**src/rtl/mmu_reg_pkg.sv**
```systemverilog
package mmu_reg_pkg;
  localparam int NSRC    = 2;
  localparam int DIR_LSB = 12;

  typedef enum logic [3:0] {
    REG_DIR   = 4'd0,
    REG_STAT  = 4'd1,
    REG_CMD   = 4'd2,
    REG_FADDR = 4'd3,
    REG_ZLINE = 4'd4,
    REG_RAW   = 4'd5,
    REG_CLR   = 4'd6,
    REG_MASK  = 4'd7,
    REG_MSTAT = 4'd8,
    REG_GATE  = 4'd9
  } reg_idx_e;

  typedef enum logic [2:0] {
    CMD_PG_ON     = 3'd0,
    CMD_PG_OFF    = 3'd1,
    CMD_STALL_ON  = 3'd2,
    CMD_STALL_OFF = 3'd3,
    CMD_ZAP       = 3'd4,
    CMD_FLT_DONE  = 3'd5,
    CMD_HRST      = 3'd6,
    CMD_NONE      = 3'd7
  } cmd_e;
endpackage

```
**src/rtl/mmu_cmd_ctrl.sv**
```systemverilog
module mmu_cmd_ctrl
  import mmu_reg_pkg::*;
#(
  parameter int VA_W = 32
) (
  input  logic            clk_i,
  input  logic            rst_ni,
  input  logic            clr_i,
  input  logic            cmd_vld_i,
  input  cmd_e            cmd_i,
  input  logic            flt_i,
  input  logic [VA_W-1:0] flt_addr_i,
  input  logic            flt_wr_i,
  output logic            paging_o,
  output logic            stall_req_o,
  output logic            flt_act_o,
  output logic [VA_W-1:0] flt_addr_o,
  output logic            flt_wr_o,
  output logic            zap_o
);
  logic done;
  assign done = cmd_vld_i && (cmd_i == CMD_FLT_DONE);

  always_ff @(posedge clk_i or negedge rst_ni) begin
    if (!rst_ni) begin
      paging_o    <= 1'b0;
      stall_req_o <= 1'b0;
      flt_act_o   <= 1'b0;
      flt_addr_o  <= '0;
      flt_wr_o    <= 1'b0;
      zap_o       <= 1'b0;
    end else if (clr_i) begin
      paging_o    <= 1'b0;
      stall_req_o <= 1'b0;
      flt_act_o   <= 1'b0;
      flt_addr_o  <= '0;
      flt_wr_o    <= 1'b0;
      zap_o       <= 1'b0;
    end else begin
      zap_o <= cmd_vld_i && (cmd_i == CMD_ZAP);
      if (cmd_vld_i) begin
        case (cmd_i)
          CMD_PG_ON:     paging_o <= 1'b1;
          CMD_PG_OFF:    paging_o <= 1'b0;
          CMD_STALL_ON:  if (paging_o && !flt_act_o) stall_req_o <= 1'b1;
          CMD_STALL_OFF: stall_req_o <= 1'b0;
          default: ;
        endcase
      end
      // a new fault outranks an acknowledge in the same cycle
      if (flt_i && (!flt_act_o || done)) begin
        flt_act_o  <= 1'b1;
        flt_addr_o <= flt_addr_i;
        flt_wr_o   <= flt_wr_i;
      end else if (done) begin
        flt_act_o <= 1'b0;
      end
    end
  end
endmodule

```
**src/rtl/mmu_irq_bank.sv**
```systemverilog
module mmu_irq_bank #(
  parameter int NSRC = 2
) (
  input  logic            clk_i,
  input  logic            rst_ni,
  input  logic            clr_i,
  input  logic [NSRC-1:0] ev_i,
  input  logic            ack_wr_i,
  input  logic            mask_wr_i,
  input  logic [NSRC-1:0] wbits_i,
  output logic [NSRC-1:0] raw_o,
  output logic [NSRC-1:0] mask_o,
  output logic [NSRC-1:0] pend_o,
  output logic            irq_o
);
  for (genvar s = 0; s < NSRC; s++) begin : g_src
    always_ff @(posedge clk_i or negedge rst_ni) begin
      if (!rst_ni) begin
        raw_o[s]  <= 1'b0;
        mask_o[s] <= 1'b0;
      end else if (clr_i) begin
        raw_o[s]  <= 1'b0;
        mask_o[s] <= 1'b0;
      end else begin
        if (ev_i[s])                      raw_o[s] <= 1'b1;
        else if (ack_wr_i && wbits_i[s])  raw_o[s] <= 1'b0;
        if (mask_wr_i)                    mask_o[s] <= wbits_i[s];
      end
    end
    assign pend_o[s] = raw_o[s] & mask_o[s];
  end

  assign irq_o = |pend_o;
endmodule

```
**src/rtl/mmu_ctrl_regs.sv**
```systemverilog
module mmu_ctrl_regs
  import mmu_reg_pkg::*;
#(
  parameter int ADDR_W = 8
) (
  input  logic              clk_i,
  input  logic              rst_ni,
  input  logic              req_i,
  input  logic              we_i,
  input  logic [ADDR_W-1:0] addr_i,
  input  logic [31:0]       wdata_i,
  output logic [31:0]       rdata_o,
  output logic              paging_o,
  output logic              stall_o,
  output logic              zap_o,
  output logic              zap_line_o,
  output logic [31:0]       zap_line_addr_o,
  output logic              auto_gate_o,
  input  logic              fault_i,
  input  logic [31:0]       fault_addr_i,
  input  logic              fault_write_i,
  input  logic              bus_err_i,
  input  logic              idle_i,
  input  logic              replay_empty_i,
  output logic              irq_o
);
  localparam int IDX_W = ADDR_W - 2;

  logic [IDX_W-1:0] widx;
  logic             wr_en, cmd_vld, hrst;
  cmd_e             cmd;
  logic [31:DIR_LSB] dir_q;
  logic             stall_req, flt_act, flt_wr, stall_bit;
  logic [31:0]      flt_addr;
  logic [NSRC-1:0]  raw, mask, pend;

  function automatic logic hit(input logic [IDX_W-1:0] idx, input reg_idx_e r);
    return idx == IDX_W'(r);
  endfunction

  assign widx    = addr_i[ADDR_W-1:2];
  assign wr_en   = req_i & we_i;
  assign cmd     = cmd_e'(wdata_i[2:0]);
  assign cmd_vld = wr_en && hit(widx, REG_CMD) && (wdata_i[31:3] == '0) && (cmd != CMD_NONE);
  assign hrst    = cmd_vld && (cmd == CMD_HRST);

  always_ff @(posedge clk_i or negedge rst_ni) begin
    if (!rst_ni) begin
      dir_q           <= '0;
      auto_gate_o     <= 1'b0;
      zap_line_o      <= 1'b0;
      zap_line_addr_o <= '0;
    end else if (hrst) begin
      dir_q           <= '0;
      auto_gate_o     <= 1'b0;
      zap_line_o      <= 1'b0;
      zap_line_addr_o <= '0;
    end else begin
      zap_line_o <= wr_en && hit(widx, REG_ZLINE);
      if (wr_en && hit(widx, REG_DIR))   dir_q           <= wdata_i[31:DIR_LSB];
      if (wr_en && hit(widx, REG_GATE))  auto_gate_o     <= wdata_i[0];
      if (wr_en && hit(widx, REG_ZLINE)) zap_line_addr_o <= wdata_i;
    end
  end

  mmu_cmd_ctrl #(.VA_W(32)) i_cmd (
    .clk_i       (clk_i),
    .rst_ni      (rst_ni),
    .clr_i       (hrst),
    .cmd_vld_i   (cmd_vld),
    .cmd_i       (cmd),
    .flt_i       (fault_i),
    .flt_addr_i  (fault_addr_i),
    .flt_wr_i    (fault_write_i),
    .paging_o    (paging_o),
    .stall_req_o (stall_req),
    .flt_act_o   (flt_act),
    .flt_addr_o  (flt_addr),
    .flt_wr_o    (flt_wr),
    .zap_o       (zap_o)
  );

  mmu_irq_bank #(.NSRC(NSRC)) i_irq (
    .clk_i     (clk_i),
    .rst_ni    (rst_ni),
    .clr_i     (hrst),
    .ev_i      ({bus_err_i, fault_i}),
    .ack_wr_i  (wr_en && hit(widx, REG_CLR)),
    .mask_wr_i (wr_en && hit(widx, REG_MASK)),
    .wbits_i   (wdata_i[NSRC-1:0]),
    .raw_o     (raw),
    .mask_o    (mask),
    .pend_o    (pend),
    .irq_o     (irq_o)
  );

  assign stall_o   = stall_req | flt_act;
  assign stall_bit = stall_o | ~paging_o;

  always_comb begin
    rdata_o = '0;
    if (hit(widx, REG_DIR))        rdata_o = {dir_q, {DIR_LSB{1'b0}}};
    else if (hit(widx, REG_STAT))  rdata_o = {~stall_bit, 25'd0, flt_wr, replay_empty_i,
                                              idle_i, stall_bit, flt_act, paging_o};
    else if (hit(widx, REG_FADDR)) rdata_o = flt_addr;
    else if (hit(widx, REG_RAW))   rdata_o = 32'(raw);
    else if (hit(widx, REG_MASK))  rdata_o = 32'(mask);
    else if (hit(widx, REG_MSTAT)) rdata_o = 32'(pend);
    else if (hit(widx, REG_GATE))  rdata_o = {31'd0, auto_gate_o};
  end
endmodule

```
**config.mk**
```make
export PLATFORM = sky130hd
export DESIGN_NAME = mmu_ctrl_regs
export DESIGN_NICKNAME = d
export VERILOG_FILES = /design/src/rtl/mmu_reg_pkg.sv /design/src/rtl/mmu_cmd_ctrl.sv /design/src/rtl/mmu_irq_bank.sv /design/src/rtl/mmu_ctrl_regs.sv
export SDC_FILE = /design/constraint.sdc
export NUM_CORES = 1
export LEC_CHECK = 0
export ABC_AREA = 1
export CAP_MARGIN = 20
export CORE_AREA = 2 2 120 122
export DETAILED_ROUTE_END_ITERATION = 16
export DIE_AREA = 0 0 122 124
export PLACE_DENSITY = 0.7
export RECOVER_POWER = 25
export SYNTH_ARGS = -nofsm -noshare
export SYNTH_HDL_FRONTEND = slang
export SYNTH_SLANG_ARGS = --single-unit
```
**constraint.sdc**
```tcl
create_clock -name clk_i -period 1.85 [get_ports clk_i]
set_clock_uncertainty 0.05 [all_clocks]
set_input_delay 0.2775 -clock clk_i [delete_from_list [all_inputs] [get_ports clk_i]]
set_output_delay 0.2775 -clock clk_i [all_outputs]
set_load 0.01 [all_outputs]
```
* Word-level counts from Yosys, hierarchy flattened *
Index checks and enable logic that the tools add are counted.

storage, ports and cells
  ROM bits = 0
  input port bits = 81
  bits in latches = 0
  RAM bits = 0
  word-level logic and storage cells = 111
  register bits = 95
  output and inout bits = 70
  memories kept = 0

operators by class
  multipliers = 0
  muxes and demuxes = 39
  bitwise logic cells = 7
  reductions and logical operators = 34
  div/mod/pow operators = 0
  shift-type cells = 0
  equal/unequal tests = 17
  order comparisons = 0
  add/sub/neg operators = 0

operator list
  operator                                                count
  two-way mux 32 bit                                      7
  two-way mux 20 bit                                      2
  logical NOT 29 bit                                      1
  two-way mux 1 bit                                       25
  equality test 6 x 3 -> 1 bit (second input constant)    4
  logical AND 1 bit                                       15
  nonzero test 3 bit                                      5
  equality test 6 x 2 -> 1 bit (second input constant)    2
  equality test 6 x 4 -> 1 bit (second input constant)    2
  nonzero test 2 bit                                      6
  equality test 3 bit (second input constant)             3
  equality test 3 x 2 -> 1 bit (second input constant)    2
  equality test 6 x 1 -> 1 bit (second input constant)    1
  logical NOT 6 bit                                       1
  two-way mux 2 bit                                       3
  one-hot mux 1 bit (2 select lines)                      2
  bitwise AND 1 bit                                       3
  equality test 3 x 1 -> 1 bit (second input constant)    1
  logical NOT 3 bit                                       1
  inequality test 3 x 2 -> 1 bit (second input constant)  1
  inequality test 3 bit (second input constant)           1
  AND reduction 3 bit                                     1
  NOT 1 bit                                               2
  OR 1 bit                                                2
  other kinds (4)                                         4

* Longest topological paths before layout *
  depth after elaboration = 9
  gate-level depth with buffers = 12

* Hierarchy *
From an unflattened synthesis, not the netlist that was laid out.

unflattened totals
  cells, all modules = 617
  area, all modules = 5116.2 um^2

modules (own cells, without submodules)
  module         cells an instance  instances  seq. area each (um^2)  area each (um^2)
  mmu_ctrl_regs  412                1          1351.3                 3116.7
  mmu_cmd_ctrl   180                1          925.9                  1815.5
  mmu_irq_bank   25                 1          100.1                  183.9

* Least setup slack after synthesis *
Ideal clock, no wire load.

  path type = input to output
  start = input addr_i[7]
  end = output rdata_o[13]
  data arrival time = 1440 ps
  path buffers = 2
  stages on the path = 9
  required time = 1522 ps
  path slack = 83 ps
  cell sequence = nor2_4 inv_2 nor2_2 nand2_1 nor2_2 buf_2 inv_1 clkbuf_1 o21ai_0

between the ends
  longest elaborated chain between the ends = 4

ends and longest elaborated chain
  what                          RTL line              text
  start, declared               mmu_ctrl_regs.sv:10   input logic [ADDR_W-1:0] addr_i,
  equality test 6 x 2 -> 1 bit  mmu_ctrl_regs.sv:38   return idx == IDX_W'(r);
  two-way mux 32 bit            mmu_ctrl_regs.sv:105  else if (hit(widx, REG_FADDR)) rdata_o = flt_addr;
  two-way mux 32 bit            mmu_ctrl_regs.sv:103  else if (hit(widx, REG_STAT)) rdata_o = {~stall_bit, 25'd0, flt_wr, replay_empty_i,
  two-way mux 32 bit (*)        mmu_ctrl_regs.sv:102  if (hit(widx, REG_DIR)) rdata_o = {dir_q, {DIR_LSB{1'b0}}};
  end, declared                 mmu_ctrl_regs.sv:12   output logic [31:0] rdata_o,

Mark *: on every way between the ends. The rest lies on a longest branch, timed or not.

* Worst setup path after layout *
  start = register i_cmd.flt_act_o
  end = output rdata_o[31]

between the ends
  longest elaborated chain between the ends = 5

ends and longest elaborated chain
  what                    RTL line              text
  start, declared         mmu_cmd_ctrl.sv:16    output logic flt_act_o,
  start signal, assigned  mmu_cmd_ctrl.sv:28    flt_act_o <= 1'b0;
  start signal, assigned  mmu_cmd_ctrl.sv:35    flt_act_o <= 1'b0;
  start signal, assigned  mmu_cmd_ctrl.sv:52    flt_act_o <= 1'b1;
  OR 1 bit                mmu_ctrl_regs.sv:97   assign stall_o = stall_req | flt_act;
  OR 1 bit                mmu_ctrl_regs.sv:98   assign stall_bit = stall_o | ~paging_o;
  NOT 1 bit               mmu_ctrl_regs.sv:103
  two-way mux 32 bit      mmu_ctrl_regs.sv:103
  two-way mux 32 bit      mmu_ctrl_regs.sv:102

Every way passes these cells.

==> impl_results.md <==
- Total non-filler cell area in the finished layout: 0.00753 mm^2
- Area Overhead vs Synth: 59.7%
- Clock insertion delay at the later pin of the skew report: 0.34 ns
- First-pass GRT wire length: 23.7 mm
- Count of pins on the block boundary: 151
- Clock tree sinks: 95
- Number of DRC markers after the initial detailed-route iteration: 336
- Total Power Consumption: 4.99 mW
- Number of global-route vias before repair: 4574
- Final wirelength: 15.3 mm
- Worst Setup Slack, final: 0.0108 ns
- Capture instance of the worst register-to-register path: i_cmd.flt_wr_o$_DFFE_PN0P_
- Total number of vias: 4851
- PortBufs: 148
- Average cell area after synthesis: 7.70 um^2
- Met1 usage: 29.0%
- Actual transition at the worst max-transition pin: 0.806 ns
- Number of routed nets with antenna violations: 0
- Final hold violation count: 0
- Required time reported for the critical path endpoint: 1.52 ns
- Vias/cell: 4.78
- DP Cell Count: 981
- Number of synthesized flops with an enable pin: 0
- Fill count: 1307
- Final instance count without filler cells: 1015
- Overall Global Routing Usage: 20.4%
- Max-slew violation count: 0
- Area of the core region: 0.0137 mm^2
- Outcome: finished clean
- TritonCTS Buffers: 9
- Setup-violating endpoint count in the final report: 0
- Cell with the most instances after synthesis: sky130_fd_sc_hd__nand2_1
- Endpoint arrival time on the critical path: 1.51 ns
- Clk pin slew, worst setup/hold paths: 0.07 ns
- Final GP Congestion: 0.904
- Synth Area in Simple Gates: 31.8%
- Die Area: 0.0151 mm^2
- Maximum operating frequency: 544 MHz
- WHS Path Cells: 3
- Instance area at placement: 0.00695 mm^2
- Biggest area contributors in the synthesized netlist: sky130_fd_sc_hd__dfrtp_1 (50%), sky130_fd_sc_hd__nand2_1 (16%), sky130_fd_sc_hd__nand3_1 (5.5%)
- GR Layer Usage met3: 2.75%
- Per-cell routed wire length: 15.1 um
- Post-Synthesis Net Count: 693
- Fraction of synthesized cell area in xor and xnor cells: 0%
- Minimum period implied by the final worst setup slack: 1.84 ns
- Largest net degree at the start of global routing: 56
- Portion of the post-synthesis area used by sequential elements: 50.4%
- Leakage power figure: 4.00 nW
- Clock tree from TritonCTS: yes
- Setup slack on the worst flop-to-flop path: 0.59 ns
- Die X-Extent: 122 um
- Highest fanout seen on the critical path: 2
- Post-synthesis register bit count: 95
- Post-placement setup slack: -0.756 ns
- TNS Setup: 0 ns
- Synth Flop Type: sky130_fd_sc_hd__dfrtp_1
- Number of antenna violations at the first check in global routing: 1
- Final nets: 911
- Power density over the cells: 663 mW/mm^2
- Total DRC errors in the routed layout: 0
- Buffer cell driving the clock tree root: sky130_fd_sc_hd__clkbuf_16
- Worst ir drop on vdd: 345 uV
- H-tree depth: 3
- Ranking of synthesized cells by instance count: sky130_fd_sc_hd__nand2_1 (195), sky130_fd_sc_hd__dfrtp_1 (95), sky130_fd_sc_hd__inv_1 (63)
- Origin of the critical flop-to-flop path: i_cmd.flt_act_o$_DFFE_PN0P_
- Fraction of layout instances using a drive strength above 1: 24.3%
- Post-Route Utilization: 54.9%
- Capturing element type of the critical path: output port
- Fraction of registers with async set or reset after synthesis: 100%
- Worst hold slack: 0.149 ns
- Sequential cell area: 0.00238 mm^2
- Compound-cell area share of the yosys netlist: 8.42%
- Crit start category: flip-flop
- Worst Min Path Start: wdata_i[9]
- Residual overflow from global routing: 0
- CP endpoint: rdata_o[31]
- Tightest slew margin relative to the limit: 46.3%
- Worst setup path startpoint: i_cmd.flt_act_o$_DFFE_PN0P_
- Starting Density: 34.4%
- Number of standard cells after synthesis: 612
- Final cycle utilization of the critical path: 99.4%
- Number of search-and-repair iterations in the first detailed-routing pass: 5
- Area share of the largest cell type after synthesis: 50.4%
- Mux contribution to synthesized area: 0%
- Row cnt: 43
- Layer carrying the most global-route usage: met2
- Setup Crit Path Kind: reg -> out
- Class of the tightest hold or removal check: in -> reg
- Post-synthesis cell area: 0.00471 mm^2
- Met2 routing resource usage after global routing: 31.8%
- Clock buffer depth: 2
- Final HPWL DP: 11.0 mm
- Adder and majority gate portion of the synthesized area: 0%
- Register-to-Register Path Depth: 6
- Largest family of logic cells by synthesized area: simple AND/OR/NAND/NOR gates
- Unique cell type count in the Yosys netlist: 27
- Die height: 124 um
- Library cell with the largest summed area after synthesis: sky130_fd_sc_hd__dfrtp_1
- Area taken by multi-input logic gates: 0.00205 mm^2
- Synth warn: 0
- Setup repair after global routing missed its margin: true
- Max-cap violations: 0
-- power by group --
group / switching, mW / total [mW] / internal (mW)
registers: 0.110 / 2.38 / 2.27
clock network: 0.782 / 1.76 / 0.982
logic: 0.398 / 0.847 / 0.449
total: 1.29 / 4.99 / 3.70
-- critical path, cell delays in order (launching register included) --
cell                      delay [ns]
sky130_fd_sc_hd__dfrtp_1        0.40
sky130_fd_sc_hd__inv_2          0.08
sky130_fd_sc_hd__nand2_4        0.06
sky130_fd_sc_hd__nor4_4         0.20
sky130_fd_sc_hd__buf_4          0.17
sky130_fd_sc_hd__a21oi_2        0.03
sky130_fd_sc_hd__nand2_1        0.09
sky130_fd_sc_hd__buf_2          0.14
-- state kept, by name (all words and copies together) (netlist names) --
| name | cells |
|---|---|
| i_cmd.flt_addr_o | 32 |
| zap_line_addr_o | 32 |
| dir_q | 20 |
| i_irq.mask_o | 2 |
| i_irq.raw_o | 2 |
| auto_gate_o | 1 |
| i_cmd.flt_act_o | 1 |
| i_cmd.flt_wr_o | 1 |
| i_cmd.paging_o | 1 |
| i_cmd.stall_req_o | 1 |
| i_cmd.zap_o | 1 |
| zap_line_o | 1 |
-- layer usage --
metal | share of wire [%] | wire length [um]
met5 | 0 | 0
met2 | 47 | 7160
met4 | 1.7 | 265
met3 | 4.7 | 717
met1 | 47 | 7160
-- layout make-up --
cell class | count | area share [%]
Inverter | 71 | 3.77
Antenna cell | 1 | 0.0332
Sequential cell | 95 | 31.6
Timing Repair Buffer | 241 | 30.7
Multi-Input combinational cell | 412 | 27.3
Clock buffer | 13 | 3.46
Tap cell | 180 | 2.99
Clock inverter | 2 | 0.216
-- kinds of logic (layout without fill, tap and decap cells) --
group	after synthesis	count (layout)
AO/OA/AOI/OAI	70	70
flip-flops	95	95
other	0	1
AND/OR/NAND/NOR	342	342
buffers and inverters	105	327
-- layout by cell type, fill, tap and decap left out, types with 2 or more instances in the layout --
| master | Yosys | final |
|---|---|---|
| sky130_fd_sc_hd__a21boi_0 | 2 | 2 |
| sky130_fd_sc_hd__a21oi_1 | 5 | 3 |
| sky130_fd_sc_hd__a22o_1 | 9 | 9 |
| sky130_fd_sc_hd__buf_12 | 0 | 9 |
| sky130_fd_sc_hd__buf_16 | 0 | 3 |
| sky130_fd_sc_hd__buf_2 | 14 | 33 |
| sky130_fd_sc_hd__buf_4 | 6 | 67 |
| sky130_fd_sc_hd__buf_6 | 1 | 12 |
| sky130_fd_sc_hd__clkbuf_1 | 13 | 2 |
| sky130_fd_sc_hd__clkbuf_16 | 0 | 11 |
| sky130_fd_sc_hd__clkbuf_2 | 0 | 3 |
| sky130_fd_sc_hd__clkbuf_8 | 0 | 2 |
| sky130_fd_sc_hd__clkdlybuf4s50_1 | 0 | 88 |
| sky130_fd_sc_hd__dfrtp_1 | 95 | 95 |
| sky130_fd_sc_hd__dlymetal6s2s_1 | 0 | 21 |
| sky130_fd_sc_hd__inv_1 | 63 | 57 |
| sky130_fd_sc_hd__inv_2 | 8 | 8 |
| sky130_fd_sc_hd__inv_4 | 0 | 5 |
| sky130_fd_sc_hd__nand2_1 | 195 | 187 |
| sky130_fd_sc_hd__nand2_2 | 3 | 10 |
| sky130_fd_sc_hd__nand3_1 | 52 | 51 |
| sky130_fd_sc_hd__nand4_1 | 38 | 38 |
| sky130_fd_sc_hd__nor2_1 | 39 | 20 |
| sky130_fd_sc_hd__nor2_2 | 5 | 19 |
| sky130_fd_sc_hd__nor2_4 | 1 | 6 |
| sky130_fd_sc_hd__nor3_1 | 5 | 4 |
| sky130_fd_sc_hd__o21ai_0 | 27 | 15 |
| sky130_fd_sc_hd__o21ai_1 | 24 | 34 |
| sky130_fd_sc_hd__o21ai_2 | 0 | 2 |
-- worst min-delay path by stage --
stage / endpoint
after floorplan: auto_gate_o$_DFFE_PN0P_
after global placement: i_cmd.flt_addr_o[28]$_DFFE_PN0P_
after detailed placement: i_cmd.flt_addr_o[28]$_DFFE_PN0P_
after CTS: i_cmd.flt_addr_o[28]$_DFFE_PN0P_
after global routing: zap_line_addr_o[9]$_DFFE_PN0P_
final: zap_line_addr_o[9]$_DFFE_PN0P_
-- repair_timing --
item,4_1_cts,5_1_grt
pin swaps,11,31
hold endpoints to repair,28,0
hold buffers,1,0
gates resized for setup,192,65
buffers inserted,10,1
cloned,3,3
setup endpoints to repair,124,124
(Power assumes the default switching activity.)
